$ cat src/rtl/sub_gcd_pkg.sv
package sub_gcd_pkg;

  typedef enum logic [2:0] {
    ST_IDLE  = 3'd0,
    ST_LOAD  = 3'd1,
    ST_TEST  = 3'd2,
    ST_HALVE = 3'd3,
    ST_SUB   = 3'd4,
    ST_FIN   = 3'd5
  } gcd_state_e;

  typedef struct packed {
    logic load;
    logic halve;
    logic sub;
    logic fin;
  } gcd_ctrl_t;

  typedef struct packed {
    logic eq;
    logic lt;
    logic both_even;
    logic any_zero;
  } gcd_flags_t;

endpackage

$ cat src/rtl/sub_gcd_rst_sync.sv
module sub_gcd_rst_sync #(
  parameter int STAGES = 2
) (
  input  logic clk,
  input  logic rst_n,
  output logic rst_sync_n
);

  logic [STAGES-1:0] sync_q;

  always_ff @(posedge clk or negedge rst_n) begin
    if (!rst_n) sync_q <= '0;
    else        sync_q <= {sync_q[STAGES-2:0], 1'b1};
  end

  assign rst_sync_n = sync_q[STAGES-1];

endmodule

$ cat src/rtl/sub_gcd_dpath.sv
module sub_gcd_dpath
  import sub_gcd_pkg::*;
#(
  parameter int W = 8
) (
  input  logic         clk,
  input  logic         rst_n,
  input  logic         clr,
  input  gcd_ctrl_t    ctl,
  input  logic [W-1:0] opnd_a,
  input  logic [W-1:0] opnd_b,
  output gcd_flags_t   flags,
  output logic [W-1:0] result,
  output logic         done
);

  localparam int CW = (W > 1) ? $clog2(W) : 1;

  logic [W-1:0]  a_q, a_d;
  logic [W-1:0]  b_q, b_d;
  logic [CW-1:0] sh_q, sh_d;
  logic [W-1:0]  res_q, res_d;
  logic          done_q, done_d;

  // compare flags seen by the controller
  always_comb begin
    flags.eq        = (a_q == b_q);
    flags.lt        = (a_q < b_q);
    flags.both_even = ~a_q[0] & ~b_q[0];
    flags.any_zero  = (a_q == '0) | (b_q == '0);
  end

  // next values for the working registers
  always_comb begin
    a_d  = a_q;
    b_d  = b_q;
    sh_d = sh_q;
    if (ctl.load) begin
      a_d  = opnd_a;
      b_d  = opnd_b;
      sh_d = '0;
    end else if (ctl.halve) begin
      a_d  = a_q >> 1;
      b_d  = b_q >> 1;
      sh_d = sh_q + CW'(1);
    end else if (ctl.sub) begin
      if (flags.lt) b_d = b_q - a_q;
      else          a_d = a_q - b_q;
    end
  end

  // result and completion pulse
  always_comb begin
    res_d  = res_q;
    done_d = 1'b0;
    if (ctl.fin) begin
      done_d = 1'b1;
      if (flags.any_zero) res_d = a_q | b_q;
      else                res_d = a_q << sh_q;
    end
  end

  always_ff @(posedge clk or negedge rst_n) begin
    if (!rst_n) begin
      a_q    <= '0;
      b_q    <= '0;
      sh_q   <= '0;
      res_q  <= '0;
      done_q <= 1'b0;
    end else if (clr) begin
      a_q    <= '0;
      b_q    <= '0;
      sh_q   <= '0;
      res_q  <= '0;
      done_q <= 1'b0;
    end else begin
      a_q    <= a_d;
      b_q    <= b_d;
      sh_q   <= sh_d;
      res_q  <= res_d;
      done_q <= done_d;
    end
  end

  assign result = res_q;
  assign done   = done_q;

endmodule

$ cat src/rtl/sub_gcd_ctrl.sv
module sub_gcd_ctrl
  import sub_gcd_pkg::*;
(
  input  logic       clk,
  input  logic       rst_n,
  input  logic       clr,
  input  logic       go,
  input  gcd_flags_t flags,
  output gcd_ctrl_t  ctl,
  output logic       busy
);

  gcd_state_e state_q, state_d;

  // next-state logic
  always_comb begin
    state_d = state_q;
    unique case (state_q)
      ST_IDLE:  if (go) state_d = ST_LOAD;
      ST_LOAD:  state_d = ST_TEST;
      ST_TEST: begin
        if (flags.any_zero || flags.eq) state_d = ST_FIN;
        else if (flags.both_even)       state_d = ST_HALVE;
        else                            state_d = ST_SUB;
      end
      ST_HALVE: state_d = ST_TEST;
      ST_SUB:   state_d = ST_TEST;
      ST_FIN:   state_d = ST_IDLE;
      default:  state_d = ST_IDLE;
    endcase
  end

  // state register
  always_ff @(posedge clk or negedge rst_n) begin
    if (!rst_n)   state_q <= ST_IDLE;
    else if (clr) state_q <= ST_IDLE;
    else          state_q <= state_d;
  end

  // decoded controls
  always_comb begin
    ctl.load  = (state_q == ST_LOAD);
    ctl.halve = (state_q == ST_HALVE);
    ctl.sub   = (state_q == ST_SUB);
    ctl.fin   = (state_q == ST_FIN);
  end

  assign busy = (state_q != ST_IDLE);

endmodule

$ cat src/rtl/sub_gcd_unit.sv
module sub_gcd_unit
  import sub_gcd_pkg::*;
#(
  parameter int W          = 8,
  parameter int SYNC_STAGE = 2
) (
  input  logic         clk,
  input  logic         rst_n,
  input  logic         clr,
  input  logic         go,
  input  logic [W-1:0] opnd_a,
  input  logic [W-1:0] opnd_b,
  output logic         busy,
  output logic         done,
  output logic [W-1:0] result
);

  logic       rst_int_n;
  gcd_ctrl_t  ctl;
  gcd_flags_t flags;

  sub_gcd_rst_sync #(.STAGES(SYNC_STAGE)) u_rst (
    .clk        (clk),
    .rst_n      (rst_n),
    .rst_sync_n (rst_int_n)
  );

  sub_gcd_ctrl u_ctrl (
    .clk   (clk),
    .rst_n (rst_int_n),
    .clr   (clr),
    .go    (go),
    .flags (flags),
    .ctl   (ctl),
    .busy  (busy)
  );

  sub_gcd_dpath #(.W(W)) u_dp (
    .clk    (clk),
    .rst_n  (rst_int_n),
    .clr    (clr),
    .ctl    (ctl),
    .opnd_a (opnd_a),
    .opnd_b (opnd_b),
    .flags  (flags),
    .result (result),
    .done   (done)
  );

endmodule

$ cat config.mk
export PLATFORM = sky130hd
export DESIGN_NAME = sub_gcd_unit
export DESIGN_NICKNAME = d
export VERILOG_FILES = /design/src/rtl/sub_gcd_pkg.sv /design/src/rtl/sub_gcd_rst_sync.sv /design/src/rtl/sub_gcd_dpath.sv /design/src/rtl/sub_gcd_ctrl.sv /design/src/rtl/sub_gcd_unit.sv
export SDC_FILE = /design/constraint.sdc
export NUM_CORES = 1
export LEC_CHECK = 0
export ABC_AREA = 1
export BUFFER_PORTS_ARGS = -buffer_cell sky130_fd_sc_hd__buf_4
export CAP_MARGIN = 40
export CORE_ASPECT_RATIO = 2
export CORE_MARGIN = 2
export CORE_UTILIZATION = 55
export CTS_CLUSTER_DIAMETER = 60
export DETAILED_ROUTE_END_ITERATION = 7
export HOLD_SLACK_MARGIN = 0.06
export PLACE_DENSITY = 0.75
export SLEW_MARGIN = 20
export SYNTH_ARGS = -nofsm -noshare
export SYNTH_HDL_FRONTEND = slang
export SYNTH_SLANG_ARGS = --single-unit
$ cat constraint.sdc
create_clock -name clk -period 2.9 [get_ports clk]
set_clock_uncertainty 0.1 [all_clocks]
set_input_delay 0.725 -clock clk [delete_from_list [all_inputs] [get_ports clk]]
set_output_delay 0.725 -clock clk [all_outputs]
set_load 0.01 [all_outputs]
==> impl_metrics.ini, run 1 <==
[route]
route.detailed.drc = 0
drt_iter0_drc = 74
drt_wl_total_um = 8030
viasPerCell = 5.66
dr_total_vias = 2852
firstDrtPassIters = 5
wire_per_inst_um = 15.9
postRouteAntennaNets = 0

[floorplanning]
coreArea_sq_mm = 0.00491
ioPinCount = 30
row_count = 36
start_util = 0.572
fp.dieW_um = 54.5
die_y_um = 105
dieArea_sq_mm = 0.00573

[yosys]
syn_area_sq_mm = 0.00281
synth-seq-cells = 33
ys_types = 35
synth_edf_count = 0
ys.flop_type = dfrtp_1
ys_seq_area_frac = 0.294
async_reset_ff_frac = 1.00
ys_warn_count = 0
syn_inst = 413
synth_nets = 459
postSynthAreaPerCell_sq_um = 6.80

[timing]
min_period_ps = 2210
worst_slack_ps = 689
fmax_mhz = 452
finalHoldViolCount = 0
period_share = 0.762
slew_viol_final = 0
hold-worst-slack_ps = 84.8
relSlewSlack = 0.514
setup_viol = 0
setup_tns_ps = 0
rsz0062_at_grt = false
tightestPinTransition_ps = 727

[cts]
clockRootBuffer = clkbuf_8
tritoncts = done
cts_sinks = 33
clockBufferDepth = 2
cts_resized = 0
h-tree-depth = 2
clkTransAtPathRegs_ps = 80
post-cts-setup-buffers = 0
clk-insertion-delay-late_ps = 300
numCtsBuffers = 5
cts_hold_buf = 0

[global_route]
first_global_vias = 2830
grt_overflow = 0
grt_max_degree = 32
grt_pass1_wl_um = 13100
antenna_found_initial = 0
track_usage = 0.314

[critical_path]
r2r_end = u_dp.b_q[5]
worstReg2RegStart = u_dp.a_q[0]
cp-end-kind = register
crit_type = register to register
start_kind = register
worstPathMaxFanout = 8
rrSetupSlack_ps = 690
crit_arrival_ps = 2350
worst-r2r-cell-count = 13
required_ps = 3040

[worst_hold_path]
hold_path_class = input pin to async pin

[placement]
place_area_sq_mm = 0.00307
dp_hpwl_um = 6260
port_buffers = 29
gp_congestion = 1.05
dpl_worst_slack_ps = 712

[layout]
multi_input_area_sq_mm = 0.00175
antenna_cells = 0
nets = 492
ff_latch_area_sq_um = 826
area_delta_synth_final_pct = 12.9
fillers = 474
post-route-util = 0.646
drive_above_1_share = 0.152
fin_area_sq_mm = 0.00317

[power_and_ir_drop]
p_int_uw = 1560
powerDensity_mw_per_mm2 = 1080
power_switching_uw = 1860
combPwrFrac = 0.676
power.leakage_uw = 0.00167
max-vdd-ir-drop_v = 0.000737
seqPwrFrac = 0.205
clock_power_share = 0.118
switching_share = 0.543

[run_status]
status = finished, final reports clean

[job]
drv_cap = 0
-- per-layer routing --
metal	part of all wire	wire [um]	vias to the layer above	GRT usage
li1	-	-	1392	-
met1	0.37	2930	1325	0.321
met2	0.53	4280	92	0.543
met3	0.037	296	43	0.0500
met4	0.065	519	0	0.204
met5	0	0	-	0
-- worst max-delay path, cell delays in order (launching register included) --
cell and delay, ps:
dfrtp_1 450, inv_1 160, ha_1 170, inv_1 60
fa_1 410, nand2_1 130, nand2_2 90, nand2_2 80
nand2_2 50, nand2_2 90, nand3_4 120, nor2_1 130
nand2_1 60, nand2_1 50
-- sequential cells by signal, summed over array words and instances (netlist names) --
register and count:
u_ctrl.state_q 3, u_dp.a_q 8, u_dp.sh_q 3, u_dp.result 8, u_rst.sync_q 2, u_dp.done 1, u_dp.b_q 8
-- metrics by stage --
stage	total power, uW	cells
floorplan	2390	413
global placement	2950	496
detailed placement	2980	496
CTS	3390	504
global route	3780	504
finish	3420	504
-- final cells by class --
type                    count  share of cell area
multi-input cells         323               0.550
flip-flops and latches     33               0.260
repair buffers             31              0.0733
inverters                  52              0.0615
clock buffers               7              0.0304
well taps                  57              0.0225
clock inverters             1             0.00158
-- power groups by stage --
stage | logic (uW) | clock network [uW] | registers (uW)
4_1_cts | 2280 | 406 | 698
6_report | 2310 | 405 | 703
2_1_floorplan | 1730 | 0 | 663
3_3_place_gp | 2250 | 0 | 705
3_5_place_dp | 2270 | 0 | 706
5_1_grt | 2630 | 432 | 714
-- placed cells by master, fill, tap and decap left out, drive strengths merged, types with 7 or more instances in the layout --
cell type    n
inv         51
o21ai       43
a21oi       16
buf         31
ha          24
nand4        7
nor2        34
dfrtp       33
clkbuf       7
nand3       35
nand2      145
-- cells in the mapped netlist, drive strengths merged (2+ instances only) --
cell    number  area share
a21oi       16       0.034
and2         2      0.0045
buf          5       0.015
dfrtp       33        0.29
fa           2       0.014
ha          24        0.11
inv         51       0.068
nand2      145        0.20
nand3       35       0.073
nand4        7       0.016
nor2        34       0.055
nor3         2      0.0076
o211ai       4       0.011
o21ai       43       0.077
o21bai       2      0.0053
o22ai        2      0.0045
-- worst max-delay path by stage --
stage / from / end / slack, ps / cells past startpoint
after floorplan: u_dp.a_q[0] / u_dp.b_q[5] / 1030 / 13
after global placement: u_dp.a_q[0] / u_dp.b_q[6] / 750 / 13
after detailed placement: u_dp.a_q[0] / u_dp.b_q[5] / 710 / 13
after CTS: u_dp.a_q[0] / u_dp.b_q[5] / 700 / 13
after global routing: u_dp.a_q[0] / u_dp.b_q[5] / 520 / 13
final: u_dp.a_q[0] / u_dp.b_q[5] / 690 / 13
-- kinds of logic (layout without fill, tap and decap cells) --
kind of cell,after synthesis,count (layout),share of synthesized area
other cells,1,1,0.00133
flops,33,33,0.294
simple gates,227,227,0.362
xor+xnor,2,2,0.00623
buf+inv,57,91,0.0846
fa+ha+maj,26,26,0.121
compound gates,67,67,0.131
Note: power is estimated with default switching activity, not from simulation.
==> inputs of run 2 (changes only) <==
--- a/config.mk
+++ b/config.mk
@@ -10,11 +10,11 @@
 export CAP_MARGIN = 40
 export CORE_ASPECT_RATIO = 2
 export CORE_MARGIN = 2
-export CORE_UTILIZATION = 55
+export CORE_UTILIZATION = 54
 export CTS_CLUSTER_DIAMETER = 60
 export DETAILED_ROUTE_END_ITERATION = 7
 export HOLD_SLACK_MARGIN = 0.06
-export PLACE_DENSITY = 0.75
+export PLACE_DENSITY = 0.77
 export SLEW_MARGIN = 20
 export SYNTH_ARGS = -nofsm -noshare
 export SYNTH_HDL_FRONTEND = slang
==> constraint.sdc (replaced) <==
create_clock -name clk -period 1.9 [get_ports clk]
set_clock_uncertainty 0.1 [all_clocks]
set_input_delay 0.475 -clock clk [delete_from_list [all_inputs] [get_ports clk]]
set_output_delay 0.475 -clock clk [all_outputs]
set_load 0.01 [all_outputs]
==> impl_metrics.ini, run 2 (synthesis gave the netlist of run 1 again) <==
[placement]
port_buffers = 29
dpl_worst_slack_ps = -120
dp_hpwl_um = 7290
gp_congestion = 1.05

[floorplanning]
row_count = 37
fp.dieW_um = 55.0
dieArea_sq_mm = 0.00583
ioPinCount = 30
die_y_um = 106
start_util = 0.552
coreArea_sq_mm = 0.00509

[critical_path]
required_ps = 1990
crit_top_cell = nand2_1
cp-end-kind = register
path_cells = inv_2 -> ha_4 -> inv_4 -> fa_2 -> xor2_1 -> a21oi_1 -> o21ai_1 -> nand2_1 -> nand2_1 -> nand2_1
crit_type = register to register
slowest_stage = dfrtp_1
start_kind = register
worstPathMaxFanout = 2
crit_arrival_ps = 2140
cpPeakStageDelay_ps = 440

[global_route]
grt_pass1_wl_um = 15100
antenna_found_initial = 0
grt_max_degree = 32
first_global_vias = 3198
grt_overflow = 0
track_usage = 0.363

[timing]
rsz0062_at_grt = true
slew_viol_final = 0
period_share = 1.08
setup_viol = 16
finalHoldViolCount = 0
worst_slack_ps = -147
fmax_mhz = 488
min_period_ps = 2050

[power_and_ir_drop]
max-vdd-ir-drop_v = 0.00133
power.leakage_uw = 0.00198
power.total_uw = 6880
powerDensity_mw_per_mm2 = 1810

[layout]
area_delta_synth_final_pct = 35.3
drive_above_1_share = 0.307
fillers = 409
final_common_cell = nand2_1
mostFrequentLayoutCells = nand2_1 (134), buf_4 (80), inv_1 (34)
nets = 547
antenna_cells = 0

[run_status]
status = finished with violations
failed_checks = negative setup slack

[route]
drt_iter0_drc = 133
drt_wl_total_um = 9890
wire_per_inst_um = 17.7
viasPerCell = 5.69
dr_total_vias = 3187
firstDrtPassIters = 5
postRouteAntennaNets = 0
route.detailed.drc = 0

[worst_hold_path]
hold_path_class = register to async pin

[cts]
cts_sinks = 33
numCtsBuffers = 5
clkTransAtPathRegs_ps = 80
clockRootBuffer = clkbuf_8
clk-insertion-delay-late_ps = 300
clockBufferDepth = 2
h-tree-depth = 2
tritoncts = done

[job]
drv_cap = 0
==> run 2: cell count changes in the layout (fill, tap and decap cells not counted), moves of 4 or more <==
| cell | delta |
|---|---|
| inv_1 | -7 |
| nor2_2 | +5 |
| nor2_1 | -5 |
| ha_1 | -7 |
| inv_2 | +5 |
| ha_4 | +5 |
| buf_4 | +49 |
| nand2_1 | -4 |
| nand2_4 | +7 |
==> run 2: worst paths after layout <==
| path | startpoint | to | slack, ps | cells after the start |
|---|---|---|---|---|
| max | u_dp.a_q[0] | u_dp.a_q[2] | -150 | 10 |
| min | u_rst.sync_q[1] | u_dp.a_q[7] | 180 | 1 |
| max reg2reg | u_dp.a_q[0] | u_dp.a_q[2] | -150 | 10 |
| min reg2reg | u_rst.sync_q[1] | u_dp.a_q[7] | 180 | 1 |
| max in group asynchronous | u_rst.sync_q[1] | u_dp.b_q[0] | 1190 | 1 |
| min in group clk | u_rst.sync_q[0] | u_rst.sync_q[1] | 250 | 0 |
==> run 2: layer usage <==
layer,routed length (um),GRT usage
met5,0,0
met4,968,0.296
met3,535,0.0618
met2,5230,0.624
met1,3160,0.342
==> run 2: power breakdown <==
group	switching, uW	internal, uW
Sequential	134	854
Combinational	3040	2130
Clock	295	428
==> run 2: worst max-delay path, delay by kind of cell, from the launching register on <==
family | cells | cell delay [ps]
adders and majority gates | 2 | 520
DFF | 1 | 440
xor gates and xnor gates | 1 | 330
AOI/OAI and AO/OA | 2 | 210
and+or+nand+nor | 3 | 190
buffers and inverters | 2 | 140
==> run 2: area by class of cell <==
class | instances | area [sq um] | share of cell area
multi-input combinational | 323 | 1910 | 0.503
sequential | 33 | 827 | 0.218
timing repair buffer | 85 | 664 | 0.175
inverter | 52 | 200 | 0.0526
clock buffer | 7 | 86.3 | 0.0227
tap | 58 | 72.6 | 0.0191
clock inverter | 1 | 30.0 | 0.00790
timing repair inverter | 1 | 7.51 | 0.00197
==> run 2: through the flow <==
| step | utilization | cells | hold WS [ps] | TNS (ps) | cell area [sq um] |
|---|---|---|---|---|---|
| floorplan | - | 413 | 79.4 | 0 | 2810 |
| global placement | 0.674 | 543 | 157 | -1040 | 3430 |
| detailed placement | 0.674 | 543 | 158 | -1270 | 3430 |
| CTS | 0.708 | 556 | 193 | -662 | 3600 |
| global route | 0.747 | 560 | 231 | -2410 | 3800 |
| finish | 0.747 | 560 | 176 | -1240 | 3800 |
==> run 2: timing repair <==
action / in CTS / in global routing
hold buffers: 1 / 0
pin swaps: 2 / 18
gates resized for setup: 5 / 46
hold endpoints to repair: 2 / 0
buffers inserted: 4 / 6
cloned: 0 / 1
endpoints found under the setup margin: 16 / 27
==> inputs of run 3 (changes only) <==
--- a/config.mk
+++ b/config.mk
@@ -5,7 +5,6 @@
 export SDC_FILE = /design/constraint.sdc
 export NUM_CORES = 1
 export LEC_CHECK = 0
-export ABC_AREA = 1
 export BUFFER_PORTS_ARGS = -buffer_cell sky130_fd_sc_hd__buf_4
 export CAP_MARGIN = 40
 export CORE_ASPECT_RATIO = 2
==> impl_metrics.ini, run 3 <==
[run_status]
status = finished with violations
failed_checks = negative setup slack

[floorplanning]
ioPinCount = 30
start_util = 0.555
coreArea_sq_mm = 0.00514
row_count = 37
die_y_um = 107
fp.dieW_um = 55.4
dieArea_sq_mm = 0.00592

[yosys]
ys.flop_type = dfrtp_1
netlist_top_cells_area = dfrtp_1 (29%), ha_1 (11%), mux2i_1 (6.7%), nand2_1 (3.8%), o21ai_0 (3.3%)
synthTopCellsByCount = dfrtp_1 (33), nand2_1 (29), ha_1 (24), inv_1 (24)
syn_area_sq_mm = 0.00285
synth_nets = 362
synth-seq-cells = 33
async_reset_ff_frac = 1.00
ys_warn_count = 0
synth_top_area_frac = 0.289
ys_seq_area_frac = 0.289
synth_most_common_cell = dfrtp_1
synth_edf_count = 0
synth_top_cell_by_area = dfrtp_1
ys_types = 56
syn_inst = 316
postSynthAreaPerCell_sq_um = 9.03

[critical_path]
r2r_end = u_dp.b_q[0]
crit_arrival_ps = 2490
rrSetupSlack_ps = -480
start_kind = register
required_ps = 2010
worstPathMaxFanout = 6
worst-r2r-cell-count = 9
worstReg2RegStart = u_dp.a_q[2]
cp-end-kind = register
crit_type = register to register

[layout]
mostFrequentLayoutCells = buf_4 (102), dfrtp_1 (31), nand2_1 (26)
fillers = 277
area_delta_synth_final_pct = 48.6
ff_latch_area_sq_um = 828
multi_input_area_sq_mm = 0.00219
antenna_cells = 0
drive_above_1_share = 0.476
post-route-util = 0.825
final_common_cell = buf_4
fin_area_sq_mm = 0.00424
nets = 469

[power_and_ir_drop]
powerDensity_mw_per_mm2 = 1090
max-vdd-ir-drop_v = 0.000886
power.leakage_uw = 0.00186

[timing]
setup_viol = 18
rsz0062_at_grt = true
worst_slack_ps = -479
min_period_ps = 2380
period_share = 1.25
fmax_mhz = 420
hold-worst-slack_ps = 173
tightestPinTransition_ps = 523
relSlewSlack = 0.648
slew_viol_final = 0
finalHoldViolCount = 0

[route]
firstDrtPassIters = 5
route.detailed.drc = 0
viasPerCell = 6.40
postRouteAntennaNets = 0
drt_iter0_drc = 228
dr_total_vias = 3087
wire_per_inst_um = 22.9
drt_wl_total_um = 11000

[global_route]
first_global_vias = 3183
grt_overflow = 0
antenna_found_initial = 0
grt_pass1_wl_um = 15500
grt_max_degree = 32
track_usage = 0.347

[cts]
h-tree-depth = 2
cts_sinks = 33
numCtsBuffers = 5
clk-insertion-delay-late_ps = 310
clockBufferDepth = 2
clkTransAtPathRegs_ps = 80
clockRootBuffer = clkbuf_8
tritoncts = done

[worst_hold_path]
hold_path_class = register to async pin

[placement]
dp_hpwl_um = 6820
port_buffers = 29
place_area_sq_mm = 0.00364
gp_congestion = 0.965

[job]
drv_cap = 0
-- run 3: kinds of logic after synthesis --
| logic type | after synthesis | share of synthesized area |
|---|---|---|
| other | 1 | 0.00131 |
| muxes | 24 | 0.0903 |
| xor gates and xnor gates | 12 | 0.0368 |
| buffers and inverters | 45 | 0.0701 |
| and+or+nand+nor | 91 | 0.164 |
| AOI/OAI and AO/OA | 84 | 0.228 |
| DFF | 33 | 0.289 |
| adders and majority gates | 26 | 0.119 |
-- run 3: final cells by class --
| class | instances | area share |
|---|---|---|
| multi-input combinational | 240 | 0.516 |
| timing repair buffer | 117 | 0.228 |
| sequential | 33 | 0.195 |
| inverter | 26 | 0.0236 |
| clock buffer | 6 | 0.0171 |
| tap | 58 | 0.0171 |
| clock inverter | 2 | 0.00236 |
-- run 3: layer usage --
| metal | vias up | global-route usage | wire length, um |
|---|---|---|---|
| met3 | 73 | 0.0627 | 711 |
| met5 | - | 0 | 0 |
| met1 | 1495 | 0.333 | 3670 |
| met4 | 0 | 0.338 | 897 |
| li1 | 1345 | - | - |
| met2 | 174 | 0.599 | 5750 |
-- run 3: how the worst max path moves through the flow --
stage | cells after the start | from | slack, ps | end
2_1_floorplan | 11 | u_dp.a_q[0] | -370 | u_dp.a_q[1]
4_1_cts | 10 | u_dp.b_q[0] | -370 | u_dp.a_q[4]
3_5_place_dp | 10 | u_dp.a_q[0] | -460 | u_dp.a_q[7]
5_1_grt | 11 | u_dp.b_q[0] | -600 | u_dp.a_q[3]
6_report | 9 | u_dp.a_q[2] | -480 | u_dp.b_q[0]
3_3_place_gp | 10 | u_dp.a_q[0] | -340 | u_dp.a_q[7]
-- run 3: what timing repair did --
action,CTS,global route
cloned,1,1
pin swaps,15,14
setup endpoints to repair,19,27
buffers inserted,5,9
gates resized for setup,32,50
hold endpoints to repair,2,0
hold buffers,1,0
-- run 3: worst max-delay path, cell delays in order, from the launching register on --
cell	delay, ps
dfrtp_1	430
buf_4	160
ha_1	190
or2_2	330
o221ai_4	230
a31oi_4	210
buf_12	190
nor2_4	140
nand2_1	80
a311oi_1	230
-- run 3: metrics by stage --
| stage | setup WS [ps] | total power, uW | setup TNS [ps] | instances |
|---|---|---|---|---|
| 2_1_floorplan | -368 | 2240 | -4060 | 316 |
| 3_3_place_gp | -336 | 3120 | -4930 | 458 |
| 3_5_place_dp | -460 | 3200 | -6500 | 458 |
| 4_1_cts | -371 | 4000 | -5120 | 473 |
| 5_1_grt | -599 | 4830 | -8170 | 482 |
| 6_report | -479 | 4640 | -6890 | 482 |
-- run 3: where the power goes --
part           switching, uW  internal, uW  total [uW]  leakage, uW
combinational           1700          1550        3250      0.00137
sequential              68.9           768         837     0.000445
clock                    300           254         554    0.0000450
